--- src/rtl/nor_flash_pkg.sv ---
package nor_flash_pkg;
  typedef enum logic [3:0] {
    ST_ARRAY, ST_UL1, ST_UL2, ST_PGM, ST_ER0, ST_ER1, ST_ER2,
    ST_ID, ST_QRY, ST_BYP, ST_BYP_PGM
  } cmd_state_e;

  typedef enum logic [1:0] {RD_ARRAY, RD_ID, RD_QRY} rd_mode_e;

  localparam logic [7:0] C_UL_A   = 8'hAA;
  localparam logic [7:0] C_UL_B   = 8'h55;
  localparam logic [7:0] C_ID     = 8'h90;
  localparam logic [7:0] C_QRY    = 8'h98;
  localparam logic [7:0] C_PGM    = 8'hA0;
  localparam logic [7:0] C_ERSETUP = 8'h80;
  localparam logic [7:0] C_ER_SEC = 8'h30;
  localparam logic [7:0] C_ER_CHIP = 8'h10;
  localparam logic [7:0] C_BYP    = 8'h20;
  localparam logic [7:0] C_BYP_EXIT = 8'h00;
endpackage

--- src/rtl/nor_cmd_fsm.sv ---
module nor_cmd_fsm
  import nor_flash_pkg::*;
#(
  parameter int CMD_BITS = 11
) (
  input  logic                clk_i,
  input  logic                rst_ni,
  input  logic                we_i,
  input  logic [CMD_BITS-1:0] caddr_i,
  input  logic [7:0]          cdata_i,
  input  logic                busy_i,
  output logic                prog_o,
  output logic                erase_o,
  output logic                chip_o,
  output rd_mode_e            rd_mode_o
);
  cmd_state_e state_q, state_d;
  logic at_555, at_2aa, at_055, wr;

  assign at_555 = caddr_i == CMD_BITS'(12'h555);
  assign at_2aa = caddr_i == CMD_BITS'(12'h2AA);
  assign at_055 = caddr_i == CMD_BITS'(12'h055);
  assign wr     = we_i && !busy_i;

  always_comb begin
    state_d = state_q;
    prog_o  = 1'b0;
    erase_o = 1'b0;
    chip_o  = 1'b0;
    if (wr) begin
      state_d = ST_ARRAY;  // default: abort to array reads
      unique case (state_q)
        ST_ARRAY: begin
          if (at_555 && cdata_i == C_UL_A) state_d = ST_UL1;
          else if (at_055 && cdata_i == C_QRY) state_d = ST_QRY;
        end
        ST_UL1: if (at_2aa && cdata_i == C_UL_B) state_d = ST_UL2;
        ST_UL2: if (at_555) begin
          case (cdata_i)
            C_ID:      state_d = ST_ID;
            C_PGM:     state_d = ST_PGM;
            C_ERSETUP: state_d = ST_ER0;
            C_BYP:     state_d = ST_BYP;
            default:   state_d = ST_ARRAY;
          endcase
        end
        ST_PGM: prog_o = 1'b1;
        ST_ER0: if (at_555 && cdata_i == C_UL_A) state_d = ST_ER1;
        ST_ER1: if (at_2aa && cdata_i == C_UL_B) state_d = ST_ER2;
        ST_ER2: begin
          if (cdata_i == C_ER_SEC) erase_o = 1'b1;
          else if (at_555 && cdata_i == C_ER_CHIP) begin
            erase_o = 1'b1;
            chip_o  = 1'b1;
          end
        end
        ST_BYP: begin
          if (cdata_i == C_PGM) state_d = ST_BYP_PGM;
        end
        ST_BYP_PGM: begin
          prog_o  = 1'b1;
          state_d = ST_BYP;
        end
        default: state_d = ST_ARRAY;
      endcase
    end
  end

  always_ff @(posedge clk_i or negedge rst_ni)
    if (!rst_ni) state_q <= ST_ARRAY;
    else         state_q <= state_d;

  always_comb
    case (state_q)
      ST_ID:   rd_mode_o = RD_ID;
      ST_QRY:  rd_mode_o = RD_QRY;
      default: rd_mode_o = RD_ARRAY;
    endcase

  assert_busy_blocks_R9: assert property (@(posedge clk_i) disable iff (!rst_ni)
    busy_i |-> !(prog_o || erase_o));
  assert_abort_R11: assert property (@(posedge clk_i) disable iff (!rst_ni)
    (wr && state_q == ST_UL1 && !at_2aa) |=> state_q == ST_ARRAY);
endmodule

--- config.mk ---
export PLATFORM = sky130hd
export DESIGN_NAME = nor_cmd_fsm
export DESIGN_NICKNAME = d
export VERILOG_FILES = /design/src/rtl/nor_flash_pkg.sv /design/src/rtl/nor_cmd_fsm.sv
export SDC_FILE = /design/constraint.sdc
export NUM_CORES = 1
export LEC_CHECK = 0
export BUFFER_PORTS_ARGS = -buffer_cell sky130_fd_sc_hd__buf_2
export CAP_MARGIN = 20
export CORE_AREA = 4 4 44 46
export CTS_CLUSTER_DIAMETER = 100
export DETAILED_ROUTE_END_ITERATION = 16
export DIE_AREA = 0 0 48 50
export PLACE_DENSITY = 0.65
export SLEW_MARGIN = 30
export SYNTH_ARGS = -nofsm -noshare
export SYNTH_HDL_FRONTEND = slang
export SYNTH_SLANG_ARGS = --single-unit
export TNS_END_PERCENT = 10
--- constraint.sdc ---
create_clock -name clk_i -period 1.49 [get_ports clk_i]
set_input_delay 0.0745 -clock clk_i [delete_from_list [all_inputs] [get_ports clk_i]]
set_output_delay 0.0745 -clock clk_i [all_outputs]
set_load 0.02 [all_outputs]
; Word-level counts from Yosys, hierarchy flattened
; Index checks and enable logic that the tools add are counted.
[op_classes]
muxes = 19
reduce_logical = 8
n_eq_ne = 22
[op_table]
columns = operator, n
row1 = 8-bit equality test (second input constant), 5
row2 = 4-bit case mux with 7 select lines, 1
row3 = 4-bit by 3-bit equality test with 1-bit output (second input constant), 4
row4 = 8-bit by 6-bit equality test with 1-bit output (second input constant), 2
row5 = 4-bit two-way mux, 4
row6 = 4-bit case mux with 4 select lines, 1
row7 = 4-bit equality test (second input constant), 3
row8 = 11-bit by 10-bit equality test with 1-bit output (second input constant), 1
row9 = 11-bit equality test (second input constant), 1
row10 = 11-bit by 7-bit equality test with 1-bit output (second input constant), 1
row11 = 1-bit two-way mux, 9
row12 = 4-bit by 2-bit equality test with 1-bit output (second input constant), 2
row13 = 8-bit by 5-bit equality test with 1-bit output (second input constant), 1
row14 = 8-bit by 7-bit equality test with 1-bit output (second input constant), 1
row15 = 3-bit two-way mux, 2
row16 = 1-bit logical AND, 5
row17 = 4-bit by 1-bit equality test with 1-bit output (second input constant), 1
row18 = 4-bit logical NOT, 1
row19 = 2-bit case mux with 2 select lines, 1
row20 = 2-bit two-way mux, 1
row21 = 2-bit OR reduction, 1
row22 = 1-bit logical NOT, 1
[totals]
regBits = 4

; Longest topological paths before layout
[logic_depth]
ltp_word = 6
ltp_mapped = 6

; Worst setup path before layout
; No wires, ideal clock.
[synth_path]
path_type = register to output
from = register state_q[3]
to = output port chip_o
required_ns = 1.416
arrival_time_ns = 1.504
path_buffers = 1
setup_slack_ns = -0.089
path_stages_with_launch = 7
path_cell_list = dfrtp_1 -> clkbuf_1 -> nor2b_1 -> nand2_1 -> nor4_1 -> nand3_1 -> nor3_1
[synth_between]
elab_chain_cells = 3
[synth_lines]
columns = element, line_no
row1 = "start, declared", nor_cmd_fsm.sv:17  ; cmd_state_e state_q, state_d;
row2 = "start signal, assigned", nor_cmd_fsm.sv:71  ; else state_q <= state_d;
row3 = 4-bit by 3-bit equality test with 1-bit output, nor_cmd_fsm.sv:32  ; unique case (state_q)
row4 = 1-bit two-way mux, nor_cmd_fsm.sv:32
row5 = 1-bit two-way mux, nor_cmd_fsm.sv:30  ; if (wr) begin
row6 = "end, declared", nor_cmd_fsm.sv:14  ; output logic chip_o,
; Every way passes these cells.

; Final worst setup path
[layout_path]
from = register state_q[2]
to = register state_q[2]
[layout_between]
elab_chain_cells = 2
word_cells_on_any_way = 8
classes_between = 6 x eq/ne / 1 x mux / 1 x reduce/logical
[layout_lines]
columns = element, line_no
row1 = 4-bit equality test (tied with other cells), nor_cmd_fsm.sv:32
row2 = 4-bit case mux with 7 select lines (*), nor_cmd_fsm.sv:32
; Every way passes the cells marked *; elsewhere a longest branch is shown, timed or not.
; A chain may end at the register's enable or synchronous reset.

==> metrics.txt <==
status=finished, violations left; violated checks=setup timing; post-route cell area=roughly 940 um2; GPL Wtd Cong=0.826; IO Port Bufs=27; largest net degree at the start of global routing=9; initial antenna violation count=0; largest family of logic cells by synthesized area=simple AND/OR/NAND/NOR gates; clk_skew=0.00359 ns; layout cells sized above 1=0.504; Final Non-Filler Cells=135; CP dominant cell by count=o31ai_1; XOR/XNOR share of the synthesized area=0.0152; fmax=600 MHz; peak supply drop=between 0.0002 and 0.0003 V; Power Density=approximately 360 nW/um2; vias in the first global route=735; endpoint type of the worst setup path=flip-flop; GRT Total Usage=0.178; RSZ-0062 raised after global routing=true; placed instance area=818 um2; Num CTS Buffers=3; Crit path buffers/inverters=1; detailed-route wire length per cell=14.2 um; largest registers=state_q: 4 flops; final worst path period need=1.67 ns; storage element area=100 um2; FF+latch count, synth=4; max_cap viols=0; # nets final=between 100 and 150; Synth top cells by count=8 x nor3_1, 7 x nor2_1, 5 x nand4_1, 5 x nor2b_1; die height=50 um; Min Hold Slack=0.142 ns; Slew headroom=0.787; crit path DAT=about 1.8 ns; max reg flops=4; TritonCTS clock tree=yes; fin worst setup slack=-0.176 ns; WS Path Type=flip-flop to flip-flop; final critical-path share of the clock period=1.12; Synth Area in Compound Gates=0.182; via count=768; Initial Util=0.384; main area contributors after synthesis=dfrtp_1 17%, nor3_1 6.9%, nand4_1 5.4%; Synth top area share=0.173; DRC Markers=0; CP peak stage delay=0.40 ns; 1st-pass router iterations=4; Lkg Pwr=0.387 nW; CORE AREA=1510 um2; # H-tree levels=1; CTS clk-pin slew, worst paths=~0.04 ns; CTS Buffer Depth=2; area of the multi-input gates=approximately 500 um2; CP Launch Type=flip-flop; average size of a mapped cell=7.71 um2; cell area after synthesis=578 um2; Die Width=approximately 48 um; max-slew violation count=0; final core occ=0.626; drt total wl=1920 um; cells after synthesis=75; most frequent cell after synthesis=nor3_1; antenna viol nets, final=0; mux cell area share after synthesis=0; CP cell instances=buf_6, nand2b_4, a211o_1, a2111oi_4, o31ai_1, o31ai_1; Clk Latency, worst-skew pair=0.24 ns; # diodes=0; Cell variety after synth=36; endpoints failing setup=6; Simple-Gate Fraction of Synth Area=0.574; placed cells=128; clock sinks=4; Post-Synth Adder-Cell Area=0; Top FF cell, synth=dfrtp_1; Synth warnings=0; register area share after synthesis=0.173; Top reg by flops=state_q; EDFF count, synth=0; R2R setup slack=-0.18 ns; Tightest Hold Check Type=input pin to flip-flop; clock root buffer=clkbuf_4; I/O pin count=28; GRT overflow=0; Worst Path Required=around 1.6 ns; Via density=5.69; area leader, netlist=dfrtp_1; row count=14; Slew @ Worst Pin=0.318 ns; full die area=~2400 um2; Slowest cell on crit path=a2111oi_4; initial DRC count=18; # fillers=147; worst-path maximum fanout=3; crit-path leading delay family=compound AO/OA/AOI/OAI gates; final hold vios=0; syn_nets=between 90 and 100; Area Overhead vs Synth=63.2%; dpl ws=-0.0977 ns; Final HPWL DP=around 1500 um; ys async rst share=1.00; first-pass GRT wire length=around 3100 um
-- metal layers --
| layer | GRT usage | share of wire |
|---|---|---|
| met3 | 0.0364 | 0.063 |
| met4 | 0.0987 | 0.020 |
| met1 | 0.225 | 0.43 |
| met5 | 0 | 0 |
| met2 | 0.267 | 0.48 |
-- tightest hold or removal path: stages --
cell and delay, ns:
buf_2 0.08, buf_4 0.12, o31ai_1 0.07
-- logic make-up (layout without fill, tap and decap cells) --
group,Yosys count,after routing
xor+xnor,1,1
buf+inv,6,50
flops,4,4
simple gates,53,53
compound gates,11,11
-- metrics by stage --
step	power, mW	TNS (ns)
floorplan	0.142	-0.0546
global placement	0.187	-0.0640
detailed placement	0.189	-0.195
CTS	0.345	-0.606
global route	0.363	-1.29
finish	0.338	-0.748
-- report_power, final --
| group | switching (mW) | internal (mW) |
|---|---|---|
| sequential | 0.000000163 | 0.109 |
| clock | 0.0522 | 0.0906 |
| combinational | 0.0423 | 0.0432 |
-- area by class of cell --
| type | instances | area share |
|---|---|---|
| Timing Repair Buffer | 45 | 0.308 |
| Clock buffer | 3 | 0.0239 |
| Tap cell | 16 | 0.0212 |
| Multi-Input combinational cell | 65 | 0.533 |
| Inverter | 2 | 0.00796 |
| Sequential cell | 4 | 0.106 |
-- layout by cell type (no fill, tap or decap), types with 2 or more instances in the layout --
master / instances
buf_2: 23
buf_4: 19
nor2_1: 7
nor3_1: 6
nand4_1: 5
nand2_1: 4
nand3_1: 4
dfrtp_1: 4
nor2b_1: 3
clkbuf_4: 3
inv_1: 2
nand2b_4: 2
nor4_2: 2
and2_1: 2
nor3_2: 2
nand2b_1: 2
nand3b_1: 2
o21ai_1: 2
a2111oi_4: 2
o31ai_1: 2
buf_6: 2
-- final timing paths --
path | endpoint | startpoint | cells after the start
max | state_q[2] | state_q[2] | 6
min | state_q[2] | cdata_i[5] | 3
max reg2reg | state_q[2] | state_q[2] | 6
min reg2reg | state_q[1] | state_q[1] | 3
max in group asynchronous | state_q[3] | rst_ni | 2
min in group asynchronous | state_q[1] | rst_ni | 2
-- what timing repair did --
| item | 4_1_cts | 5_1_grt |
|---|---|---|
| hold buffers | 1 | 0 |
| buffers inserted | 3 | 0 |
| pin swaps | 5 | 3 |
| setup endpoints to repair | 5 | 8 |
| cloned | 0 | 0 |
| endpoints found under the hold margin | 4 | 0 |
| resized for setup | 12 | 3 |
(Power assumes the default switching activity.)
